### src/rtl/stat_pkg.sv
package stat_pkg;
  localparam int WORD_W = 32;
  localparam int MODE_W = 5;
  localparam int NBANK  = 5;
  localparam int IDX_W  = $clog2(NBANK + 1);

  localparam int BIT_Q = 27;
  localparam int BIT_I = 7;
  localparam int BIT_F = 6;
  localparam int BIT_T = 5;

  localparam logic [MODE_W-1:0] MODE_USR = 5'b10000;
  localparam logic [MODE_W-1:0] MODE_FST = 5'b10001;
  localparam logic [MODE_W-1:0] MODE_NRM = 5'b10010;
  localparam logic [MODE_W-1:0] MODE_SUP = 5'b10011;
  localparam logic [MODE_W-1:0] MODE_ABT = 5'b10111;
  localparam logic [MODE_W-1:0] MODE_UND = 5'b11011;
  localparam logic [MODE_W-1:0] MODE_SYS = 5'b11111;

  localparam logic [WORD_W-1:0] LIVE_MASK  = 32'hF800_00FF;
  localparam logic [WORD_W-1:0] FLAG_BYTE  = 32'hFF00_0000;
  localparam logic [WORD_W-1:0] CTRL_BYTE  = 32'h0000_00FF;
  localparam logic [WORD_W-1:0] RESET_WORD = 32'h0000_00D3;

  localparam logic [IDX_W-1:0] NO_BANK = '1;

  function automatic logic [IDX_W-1:0] bank_of(input logic [MODE_W-1:0] m);
    case (m)
      MODE_FST: bank_of = IDX_W'(0);
      MODE_NRM: bank_of = IDX_W'(1);
      MODE_SUP: bank_of = IDX_W'(2);
      MODE_ABT: bank_of = IDX_W'(3);
      MODE_UND: bank_of = IDX_W'(4);
      default:  bank_of = NO_BANK;
    endcase
  endfunction
endpackage

### src/rtl/stat_bank.sv
module stat_bank
  import stat_pkg::*;
#(
  parameter int N = NBANK,
  parameter int W = WORD_W
) (
  input  logic             clk,
  input  logic             rst_n,
  input  logic             wr_en,
  input  logic [IDX_W-1:0] wr_idx,
  input  logic [W-1:0]     wr_mask,
  input  logic [W-1:0]     wr_data,
  input  logic [IDX_W-1:0] rd_idx,
  output logic [W-1:0]     rd_data
);
  logic [W-1:0] bank_q [N];

  for (genvar g = 0; g < N; g++) begin : g_bank
    always_ff @(posedge clk) begin
      if (!rst_n)
        bank_q[g] <= '0;
      else if (wr_en && wr_idx == IDX_W'(g))
        bank_q[g] <= ((bank_q[g] & ~wr_mask) | (wr_data & wr_mask)) & W'(LIVE_MASK);
    end
  end

  always_comb begin
    rd_data = '0;
    for (int i = 0; i < N; i++)
      if (rd_idx == IDX_W'(i)) rd_data = bank_q[i];
  end


  bank_reserved_chk: assert property (@(posedge clk) disable iff (!rst_n)
    rd_data[26:8] == '0);
endmodule

### src/rtl/stat_core.sv
module stat_core
  import stat_pkg::*;
#(
  parameter int W = WORD_W
) (
  input  logic              clk,
  input  logic              rst_n,
  input  logic              entry_ok,
  input  logic [MODE_W-1:0] entry_mode,
  input  logic              ret_ok,
  input  logic [W-1:0]      ret_word,
  input  logic              mv_ok,
  input  logic [W-1:0]      mv_mask,
  input  logic [W-1:0]      mv_word,
  input  logic              flg_ok,
  input  logic [3:0]        flg_nzcv,
  input  logic              flg_qset,
  output logic [W-1:0]      cur
);
  logic [W-1:0] nxt;

  always_comb begin
    nxt = cur;
    if (entry_ok) begin
      nxt[MODE_W-1:0] = entry_mode;
      nxt[BIT_T]      = 1'b0;
      nxt[BIT_I]      = 1'b1;
      if (entry_mode == MODE_FST) nxt[BIT_F] = 1'b1;
    end else if (ret_ok) begin
      nxt = ret_word;
    end else if (mv_ok) begin
      nxt = (cur & ~mv_mask) | (mv_word & mv_mask);
    end else if (flg_ok) begin
      nxt[31:28] = flg_nzcv;
      nxt[BIT_Q] = cur[BIT_Q] | flg_qset;
    end
  end

  always_ff @(posedge clk) begin
    if (!rst_n) cur <= W'(RESET_WORD);
    else        cur <= nxt & W'(LIVE_MASK);
  end


  live_reserved_chk: assert property (@(posedge clk) disable iff (!rst_n)
    cur[26:8] == '0);

  q_sticky_chk: assert property (@(posedge clk) disable iff (!rst_n)
    (cur[BIT_Q] && !mv_ok && !ret_ok) |=> cur[BIT_Q]);

  entry_mode_chk: assert property (@(posedge clk) disable iff (!rst_n)
    entry_ok |=> (cur[MODE_W-1:0] == $past(entry_mode)) && cur[BIT_I] && !cur[BIT_T]);
endmodule

### src/rtl/stat_unit.sv
module stat_unit
  import stat_pkg::*;
(
  input  logic        clk,
  input  logic        rst_n,
  input  logic        flg_upd,
  input  logic [3:0]  flg_nzcv,
  input  logic        flg_qset,
  input  logic        mv_we,
  input  logic        mv_saved,
  input  logic [1:0]  mv_fields,
  input  logic [31:0] mv_data,
  input  logic        exc_entry,
  input  logic [4:0]  exc_mode,
  input  logic        exc_ret,
  output logic [31:0] status_o,
  output logic [31:0] saved_o,
  output logic        irq_en,
  output logic        fiq_en
);
  logic [IDX_W-1:0] cur_idx, tgt_idx, wr_idx;
  logic             entry_ok, ret_ok, mv_ok, flg_ok;
  logic             mv_cur_ok, mv_sav_ok, bank_we;
  logic [31:0]      field_mask, bank_mask, bank_data;
  logic             in_user;

  assign cur_idx  = bank_of(status_o[MODE_W-1:0]);
  assign tgt_idx  = bank_of(exc_mode);
  assign in_user  = status_o[MODE_W-1:0] == MODE_USR;

  assign entry_ok  = exc_entry && (tgt_idx != NO_BANK);
  assign ret_ok    = exc_ret && (cur_idx != NO_BANK) && !entry_ok;
  assign mv_ok     = mv_we && !entry_ok && !ret_ok;
  assign mv_cur_ok = mv_ok && !mv_saved;
  assign mv_sav_ok = mv_ok && mv_saved && (cur_idx != NO_BANK);
  assign flg_ok    = flg_upd && !entry_ok && !ret_ok && !mv_ok;

  always_comb begin
    field_mask = '0;
    if (mv_fields[1]) field_mask = field_mask | FLAG_BYTE;
    if (mv_fields[0] && (mv_saved || !in_user)) field_mask = field_mask | CTRL_BYTE;
  end

  assign bank_we   = entry_ok || mv_sav_ok;
  assign wr_idx    = entry_ok ? tgt_idx : cur_idx;
  assign bank_mask = entry_ok ? '1 : field_mask;
  assign bank_data = entry_ok ? status_o : mv_data;

  stat_bank #(.N(NBANK), .W(WORD_W)) u_bank (
    .clk     (clk),
    .rst_n   (rst_n),
    .wr_en   (bank_we),
    .wr_idx  (wr_idx),
    .wr_mask (bank_mask),
    .wr_data (bank_data),
    .rd_idx  (cur_idx),
    .rd_data (saved_o)
  );

  stat_core #(.W(WORD_W)) u_core (
    .clk        (clk),
    .rst_n      (rst_n),
    .entry_ok   (entry_ok),
    .entry_mode (exc_mode),
    .ret_ok     (ret_ok),
    .ret_word   (saved_o),
    .mv_ok      (mv_cur_ok),
    .mv_mask    (field_mask),
    .mv_word    (mv_data),
    .flg_ok     (flg_ok),
    .flg_nzcv   (flg_nzcv),
    .flg_qset   (flg_qset),
    .cur        (status_o)
  );

  assign irq_en = ~status_o[BIT_I];
  assign fiq_en = ~status_o[BIT_F];


  entry_save_chk: assert property (@(posedge clk) disable iff (!rst_n)
    entry_ok |=> saved_o == $past(status_o));

  ret_ignored_chk: assert property (@(posedge clk) disable iff (!rst_n)
    (exc_ret && (cur_idx == NO_BANK) && !exc_entry && !mv_we && !flg_upd) |=> $stable(status_o));

  saved_empty_chk: assert property (@(posedge clk) disable iff (!rst_n)
    (cur_idx == NO_BANK) |-> saved_o == '0);

  user_ctrl_chk: assert property (@(posedge clk) disable iff (!rst_n)
    (in_user && !exc_entry && !exc_ret && !flg_upd) |=> status_o[7:0] == $past(status_o[7:0]));
endmodule

### config.mk
export PLATFORM = sky130hd
export DESIGN_NAME = stat_unit
export DESIGN_NICKNAME = d
export VERILOG_FILES = /design/src/rtl/stat_pkg.sv /design/src/rtl/stat_bank.sv /design/src/rtl/stat_core.sv /design/src/rtl/stat_unit.sv
export SDC_FILE = /design/constraint.sdc
export NUM_CORES = 1
export LEC_CHECK = 0
export ABC_CLOCK_PERIOD_IN_PS = 3550
export BUFFER_PORTS_ARGS = -buffer_cell sky130_fd_sc_hd__buf_2
export CORE_ASPECT_RATIO = 0.8
export CORE_MARGIN = 5
export CORE_UTILIZATION = 55
export CTS_BUF_LIST = sky130_fd_sc_hd__clkbuf_8
export CTS_CLUSTER_DIAMETER = 60
export DETAILED_ROUTE_END_ITERATION = 10
export PLACE_DENSITY = 0.86
export SYNTH_ARGS = -nofsm -noshare
export SYNTH_HDL_FRONTEND = slang
export SYNTH_SLANG_ARGS = --single-unit
### constraint.sdc
create_clock -name clk -period 3.55 [get_ports clk]
set_input_delay 0.71 -clock clk [delete_from_list [all_inputs] [get_ports clk]]
set_output_delay 0.71 -clock clk [all_outputs]
set_load 0.05 [all_outputs]
# Yosys cells after proc, flatten, opt, wreduce, memory -nomap -nowiden
# Memories as Yosys holds them, arrays and structs flattened.
# Index checks and enable logic that the tools add are counted.
# W data, S select, Z words.
# classes
n_eq_ne,22
n_mux,39
reduce_logical,32
bitwise,26
# ops
cell,n
$mux W32,9
$and A32 B32 Y32,8
$or A32 B32 Y32,6
$mux W13,5
$not A32 Y32,2
$eq A5 B5 Y1 const B,11
$pmux W3 S5,2
$mux W27,1
$logic_and A1 B1 Y1,17
$mux W1,17
$eq A3 B2 Y1 const B,4
$mux W5,2
$mux W8,1
$mux W7,1
$eq A3 B1 Y1 const B,2
$eq A3 B3 Y1 const B,2
$logic_not A3 Y1,2
$ne A3 B3 Y1 const B,2
$or A1 B1 Y1,6
$reduce_bool A3 Y1,2
$logic_not A1 Y1,5
$not A1 Y1,4
$reduce_and A2 Y1,2
$mux W3,1
4 further kinds,5
# totals
elab_cells,125
ram_bits,65
register_bits,32
mem_count,1
# memory_table
name,depth,width,read_ports,rd_ports_with_merged_regs,wr,line,rtl
u_bank.bank_q,5,13,5,0,5,stat_bank.sv:16,logic [W-1:0] bank_q [N];

# Logic depth before layout (Yosys ltp)
# Gate-level depths: netlist (run 1).
# depth
depth_word,16
mapped_depth,9

# Hierarchy
# From an unflattened synthesis (run 1), not the netlist that was laid out.
# hier_totals
cells_unflattened,523
area_unflattened_um2,5486.5
# modules_own_cells
mod,area_per_inst_um2,instances,cells_each
stat_bank,3587.2,1,315
stat_core,1044.8,1,124
stat_unit,854.6,1,84

# Worst setup path after synthesis (run 1)
# OpenSTA, ideal clock, no wires.
# synth_timing
path_kind,reg2out
start,register u_core.cur[1]
end,output port saved_o[1]
stages_incl_launch_ff,6
required_time_ns,2.840
arrival_ns,2.866
path_buffers,3
path_slack_ns,-0.026
path_cell_list,dfxtp_1 -> buf_2 -> buf_2 -> nand3_1 -> clkbuf_1 -> o32ai_1
# synth_between
elab_chain_len,8
elab_cells_between_ends,16
cone_classes,9 x eq/ne; 6 x mux; 1 x reduce/logical
# synth_lines
item,line,rtl
"start, declared",stat_core.sv:18,output logic [W-1:0] cur
"start signal, assigned",stat_core.sv:40,if (!rst_n) cur <= W'(RESET_WORD);
"start signal, assigned",stat_core.sv:41,else cur <= nxt & W'(LIVE_MASK);
$eq A5 B5 Y1,stat_pkg.sv:28,case (m)
$pmux W3 S5 *,stat_pkg.sv:28,
$logic_not A3 Y1,stat_bank.sv:30,if (rd_idx == IDX_W'(i)) rd_data = bank_q[i];
$mux W32 (4 in a row),stat_bank.sv:30,
$mux W32 *,stat_bank.sv:30,
"end, declared",stat_unit.sv:17,"output logic [31:0] saved_o,"
# Every way passes the cells marked *; elsewhere a longest branch is shown, timed or not.

# Worst setup path after layout (run 1)
# layout_timing
start,register u_core.cur[0]
end,output port saved_o[29]
# The elaborated chain is that of the path after synthesis.

==> impl_metrics.json, run 1 <==
{
  "cts_max_level": 3,
  "drt-total-wl_um": 15800,
  "crit_family": "buffers and inverters",
  "layout_common_cells": "nand2_1, edfxtp_1, a21oi_1, buf_2, a211oi_1",
  "worstReg2RegStart": "u_core.cur[0]$_SDFFE_PN1P_",
  "tightestPinTransition_ns": 0.853,
  "p_sw_share_pct": 50.0,
  "intPower_mw": 1.88,
  "vias": 4742,
  "start_util_pct": 55.9,
  "dr.pass1.iters": 6,
  "portBuffers": 59,
  "num_rows": 31,
  "core_area_sq_mm": 0.00896,
  "fin_nets": 656,
  "reg2reg_depth": 7,
  "cts_buffers": 9,
  "ys_types": 68,
  "final_common_cell": "nand2_1",
  "status": "complete, no violations",
  "ant_nets": 0,
  "slew_headroom_pct": 43.0,
  "multi_input_area_sq_mm": 0.00246,
  "place_hpwl_um": 11100,
  "cp_slowest_cell": "dfxtp_1",
  "pwr-share-seq_pct": 31.3,
  "end_kind": "output pin",
  "fin_total_pwr_mw": 3.76,
  "r2r_end": "u_bank.bank_q[1][12]$_SDFFCE_PN0P_",
  "clock-sinks": 78,
  "ys.flop_type": "edfxtp_1",
  "combPwrFrac_pct": 52.9,
  "power.clock.fraction_pct": 15.8,
  "grt_util_all_layers_pct": 28.7,
  "tritoncts": "built",
  "cellPowerDensity_mw_per_mm2": 676,
  "cts_resized": 0,
  "dpl_worst_slack_ns": 0.526,
  "path_depth": 6,
  "cp-start-kind": "register",
  "cp-startpoint": "u_core.cur[0]$_SDFFE_PN1P_",
  "switchingPower_mw": 1.88,
  "insertion_delay_ns": 0.37,
  "synth_area_leaders": "edfxtp_1, a211oi_1, a21oi_1, buf_4, nand2_1",
  "path_class": "register to output pin",
  "cts_setup_buffers": 0,
  "crit_fanout": 15,
  "ios": 117,
  "synth-seq-area-share_pct": 44.2,
  "ir_worst_vdd_mv": 0.613,
  "grt_pass1_vias": 4476,
  "max_freq_ghz": 0.306,
  "die_area_sq_mm": 0.0111,
  "grt.overflow.total": 0,
  "worstPathRequired_ns": 2.84,
  "ys_seq_elements": 78,
  "area.sequential_sq_mm": 0.00221,
  "async_reset_ff_share_pct": 0,
  "setup_slack_ns": 0.282,
  "drive_gt1_share_pct": 21.1,
  "synth_edf_count": 65,
  "synth_top_area_share_pct": 39.0,
  "synth_top_area_cell": "edfxtp_1",
  "tns_ns": 0,
  "postSynthCellCount": 540,
  "crit_buf_inv": 3,
  "grt_max_degree": 30,
  "dieWidth_um": 117,
  "drt_iter0_markers": 651,
  "routedWlPerCell_um": 21.8,
  "place.gp.congestion": 1.03,
  "drv_slew": 0,
  "worstPathArrival_ns": 2.56,
  "drcViolationCount": 0,
  "crit_chain": "inv_1 -> nor2_1 -> buf_4 -> a21oi_1 -> o22ai_1 -> buf_2",
  "grt_pass1_wl_um": 24000,
  "min_path_type": "register to register",
  "clk_path_buf_depth": 2,
  "period_needed_ns": 3.27,
  "leakagePower_nw": 2.09,
  "rsz0062_at_grt": "false",
  "cts-root-buf": "clkbuf_8",
  "skew_ns": 0.0143,
  "fill_cells": 761,
  "crit_path_max_incr_delay_ns": 0.73,
  "antenna_cells": 0,
  "fp.dieH_um": 95.3,
  "hold_buffers": 0,
  "antenna_found_initial": 0,
  "area_growth_pct": 11.0,
  "rrSetupSlack_ns": 0.89,
  "period_share_pct": 92.1,
  "setup_violations": 0,
  "drv_cap": 0,
  "ys_warn_count": 0,
  "routed_via_density": 6.54,
  "syn_avg_cell_area_sq_um": 9.27,
  "crit_end": "saved_o[29]",
  "clk_pin_slew_ns": 0.09,
  "hold_viol": 0,
  "syn_area_sq_mm": 0.00501
}
==> worst min-delay path by stage <==
stage,endpoint,cells past startpoint,start,slack [ns]
global route,register,1,register,0.57
global placement,register,1,register,0.48
finish,register,1,register,0.53
CTS,register,1,register,0.53
floorplan,u_bank.bank_q[0][2]$_SDFFCE_PN0P_,2,u_bank.bank_q[0][2]$_SDFFCE_PN0P_,0.59
detailed placement,register,1,register,0.51
==> power by group through the flow <==
stage	Combinational (mW)	Sequential, mW	Clock (mW)
CTS	1.95	1.17	0.589
global route	2.09	1.18	0.624
finish	1.99	1.18	0.592
detailed placement	1.94	1.19	0
floorplan	1.32	1.31	0
global placement	1.90	1.18	0
==> synth_stat cells (all sizes together), types with 2 or more instances <==
library cell	instances
nand2	77
edfxtp	65
a21oi	61
buf	56
a211oi	51
nor2	29
nor3	27
clkbuf	17
o21ai	16
dfxtp	13
nand3	11
o21a	10
a22oi	8
inv	8
o22ai	8
nand2b	7
nor2b	7
a22o	4
mux2i	4
o31ai	4
or3	4
a221oi	3
and2	3
nand4b	3
o31a	3
o32ai	3
a21o	2
a32oi	2
clkinv	2
nand3b	2
nor4b	2
o221ai	2
==> registers in the layout (all words and copies together), names as in the netlist, named ones only <==
register,count
u_bank.bank_q,65
u_core.cur,8
==> metrics by stage <==
| stage | cells | instance area, sq um | utilization [%] | hold slack (ns) |
|---|---|---|---|---|
| floorplan | 577 | 5150 | - | 0.593 |
| global placement | 709 | 5390 | 60.2 | 0.481 |
| detailed placement | 709 | 5390 | 60.2 | 0.508 |
| CTS | 725 | 5560 | 62.0 | 0.527 |
| global route | 725 | 5560 | 62.0 | 0.565 |
| finish | 725 | 5560 | 62.0 | 0.534 |
==> kinds of logic (layout without fill, tap and decap cells) <==
| family | Yosys count | after routing | synth area share [%] |
|---|---|---|---|
| mux | 5 | 5 | 1.10 |
| compound gates | 191 | 191 | 26.8 |
| xor+xnor | 1 | 1 | 0.175 |
| simple gates | 180 | 180 | 17.6 |
| other cells | 1 | 38 | 0.0749 |
| flops | 78 | 78 | 44.2 |
| fa+ha+maj | 1 | 1 | 0.200 |
| buf+inv | 83 | 116 | 9.85 |
==> routing by layer <==
| metal | track usage [%] | part of all wire, % | wire length [um] |
|---|---|---|---|
| met5 | 0 | 0 | 0 |
| met4 | 11.6 | 3.5 | 548 |
| met3 | 8.19 | 14 | 2210 |
| met2 | 44.4 | 45 | 7070 |
| met1 | 38.2 | 38 | 5930 |
==> cell type report <==
| class | count | share of cell area [%] |
|---|---|---|
| Clock buffer | 9 | 2.23 |
| Clock inverter | 7 | 0.766 |
| Inverter | 10 | 0.676 |
| Multi-Input combinational cell | 416 | 44.2 |
| Sequential cell | 78 | 39.8 |
| Tap cell | 115 | 2.59 |
| Timing Repair Buffer | 90 | 9.73 |
No activity file was read; power rests on OpenSTA's default activity.
==> run 2: changes to the inputs <==
--- a/config.mk
+++ b/config.mk
@@ -5,6 +5,7 @@
 export SDC_FILE = /design/constraint.sdc
 export NUM_CORES = 1
 export LEC_CHECK = 0
+export ABC_AREA = 1
 export ABC_CLOCK_PERIOD_IN_PS = 3550
 export BUFFER_PORTS_ARGS = -buffer_cell sky130_fd_sc_hd__buf_2
 export CORE_ASPECT_RATIO = 0.8
==> run 2 against run 1 <==
Effect of this change: area after synthesis shrank 0.82%; global-route usage shrank 5.1 points; sequential share of layout area grew 1.8 points; highest routed layer unchanged.
==> impl_metrics.json, run 2 <==
{
  "grt_util_all_layers_pct": 23.6,
  "num_rows": 31,
  "insertion_delay_ns": 0.36,
  "cts_setup_buffers": 0,
  "ys.flop_type": "edfxtp_1",
  "dpl_worst_slack_ns": 0.615,
  "hold_buffers": 0,
  "period_share_pct": 90.8,
  "largest_register_ffs": 65,
  "clk_pin_slew_ns": 0.09,
  "grt_pass1_vias": 4096,
  "postSynthCellCount": 623,
  "hold_viol": 0,
  "synth_top_area_cell": "edfxtp_1",
  "clock-sinks": 78,
  "synthTopCellsByCount": "nand2_1, a21oi_1, nor2_1, edfxtp_1, inv_1",
  "whs_path_depth": 2,
  "leakagePower_nw": 2.34,
  "tritoncts": "built",
  "fin_nets": 719,
  "final_common_cell": "nand2_1",
  "max_freq_ghz": 0.310,
  "status": "complete, no violations",
  "drcViolationCount": 0,
  "cp-start-kind": "register",
  "layout_common_cells": "nand2_1, a21oi_1, nor2_1, edfxtp_1, buf_2",
  "ys_seq_elements": 78,
  "antenna_found_initial": 0,
  "cts-root-buf": "clkbuf_8",
  "drt_iter0_markers": 443,
  "min_path_type": "register to register",
  "ys_warn_count": 0,
  "slew_headroom_pct": 46.3,
  "fp.dieH_um": 95.0,
  "die_area_sq_mm": 0.0110,
  "start_util_pct": 55.7,
  "path_class": "register to output pin",
  "syn_area_sq_mm": 0.00496,
  "reg_top3": "u_bank.bank_q (65), u_core.cur (8)",
  "synth_top_area_share_pct": 39.3,
  "worstPathArrival_ns": 2.51,
  "cts_buffers": 9,
  "skew_ns": 0.0105,
  "setup_slack_ns": 0.326,
  "ir_worst_vdd_mv": 0.378,
  "syn_avg_cell_area_sq_um": 7.97,
  "antenna_cells": 0,
  "tightestPinTransition_ns": 0.797,
  "cts_max_level": 3,
  "place_hpwl_um": 9410,
  "grt_max_degree": 41,
  "vias": 4455,
  "area.sequential_sq_mm": 0.00221,
  "fill_cells": 818,
  "drv_cap": 0,
  "grt.overflow.total": 0,
  "core_area_sq_mm": 0.00892,
  "synth-seq-area-share_pct": 44.6,
  "end_kind": "output pin",
  "synth_area_leaders": "edfxtp_1, nand2_1, a21oi_1, buf_4, nor2_1",
  "drv_slew": 0,
  "drt-total-wl_um": 13000,
  "tns_ns": 0,
  "period_needed_ns": 3.22,
  "routedWlPerCell_um": 16.4,
  "cts_resized": 0,
  "dr.pass1.iters": 5,
  "dieWidth_um": 116,
  "synth.most_common_cell": "nand2_1",
  "reg2reg_depth": 10,
  "ys_types": 31,
  "async_reset_ff_share_pct": 0,
  "place.gp.congestion": 0.970,
  "routed_via_density": 5.65,
  "setup_violations": 0,
  "synth_edf_count": 65,
  "ant_nets": 0,
  "drive_gt1_share_pct": 19.3,
  "area_growth_pct": 7.13,
  "cellPowerDensity_mw_per_mm2": 612,
  "multi_input_area_sq_mm": 0.00219,
  "crit_fanout": 13,
  "portBuffers": 59,
  "clk_path_buf_depth": 2,
  "grt_pass1_wl_um": 20100,
  "worstPathRequired_ns": 2.84,
  "rsz0062_at_grt": "false",
  "ios": 117,
  "top_register": "u_bank.bank_q"
}
==> run 2: cell type report <==
class,count,share of cell area (%)
clock buffer,9,2.33
clock inverter,7,1.53
inverter,63,4.45
multi-input combinational,452,41.1
sequential,78,41.6
tap,115,2.71
timing repair buffer,64,6.26
==> run 2: final timing paths <==
kind                              startpoint                                 end  slack, ns
hold / removal    u_core.cur[5]$_SDFFE_PP0P_          u_core.cur[5]$_SDFFE_PP0P_       0.54
hold reg to reg   u_core.cur[5]$_SDFFE_PP0P_          u_core.cur[5]$_SDFFE_PP0P_       0.54
setup / recovery  u_core.cur[0]$_SDFFE_PN1P_                          saved_o[0]       0.33
setup reg to reg  u_core.cur[4]$_SDFFE_PN1P_  u_bank.bank_q[4][12]$_SDFFCE_PN0P_       0.82
==> run 2: power breakdown <==
part           leakage [nW]  internal, mW  total [mW]  switching, mW
clock network        0.0944         0.335       0.704          0.369
registers             0.781          1.09        1.18         0.0856
logic                  1.46         0.298        1.37           1.07
==> run 2: layer usage <==
metal / vias up / track usage [%] / share of wire (%) / routed length, um
met1: 2088 / 31.9 / 40 / 5130
met3: 25 / 5.32 / 10 / 1310
met4: 0 / 6.96 / 2.0 / 253
met5: - / 0 / 0 / 0
met2: 257 / 38.1 / 48 / 6260
li1: 2085 / - / - / -
==> run 2: kinds of logic after synthesis <==
logic type / after synthesis / share of synthesized area [%]
AOI/OAI and AO/OA: 124 / 13.2
and+or+nand+nor: 290 / 28.0
buffers and inverters: 130 / 14.2
other: 1 / 0.0755
DFF: 78 / 44.6
==> run 2: critical path, cell delays in order, from the launching register on <==
cell      delay (ns)
dfxtp_1         0.52
inv_1           0.14
nor2_1          0.14
nand3_1         0.43
o211ai_1        0.33
o21ai_0         0.13
nand3_1         0.15
buf_2           0.29
==> run 2: per-stage QoR <==
step | hold slack (ns) | cell area [sq um] | power, mW | instances | util [%]
4_1_cts | 0.535 | 5320 | 3.24 | 788 | 59.6
5_1_grt | 0.568 | 5320 | 3.40 | 788 | 59.6
2_1_floorplan | 0.562 | 5100 | 2.27 | 660 | -
6_report | 0.536 | 5320 | 3.25 | 788 | 59.6
3_5_place_dp | 0.511 | 5110 | 2.55 | 772 | 57.3
3_3_place_gp | 0.499 | 5110 | 2.51 | 772 | 57.3
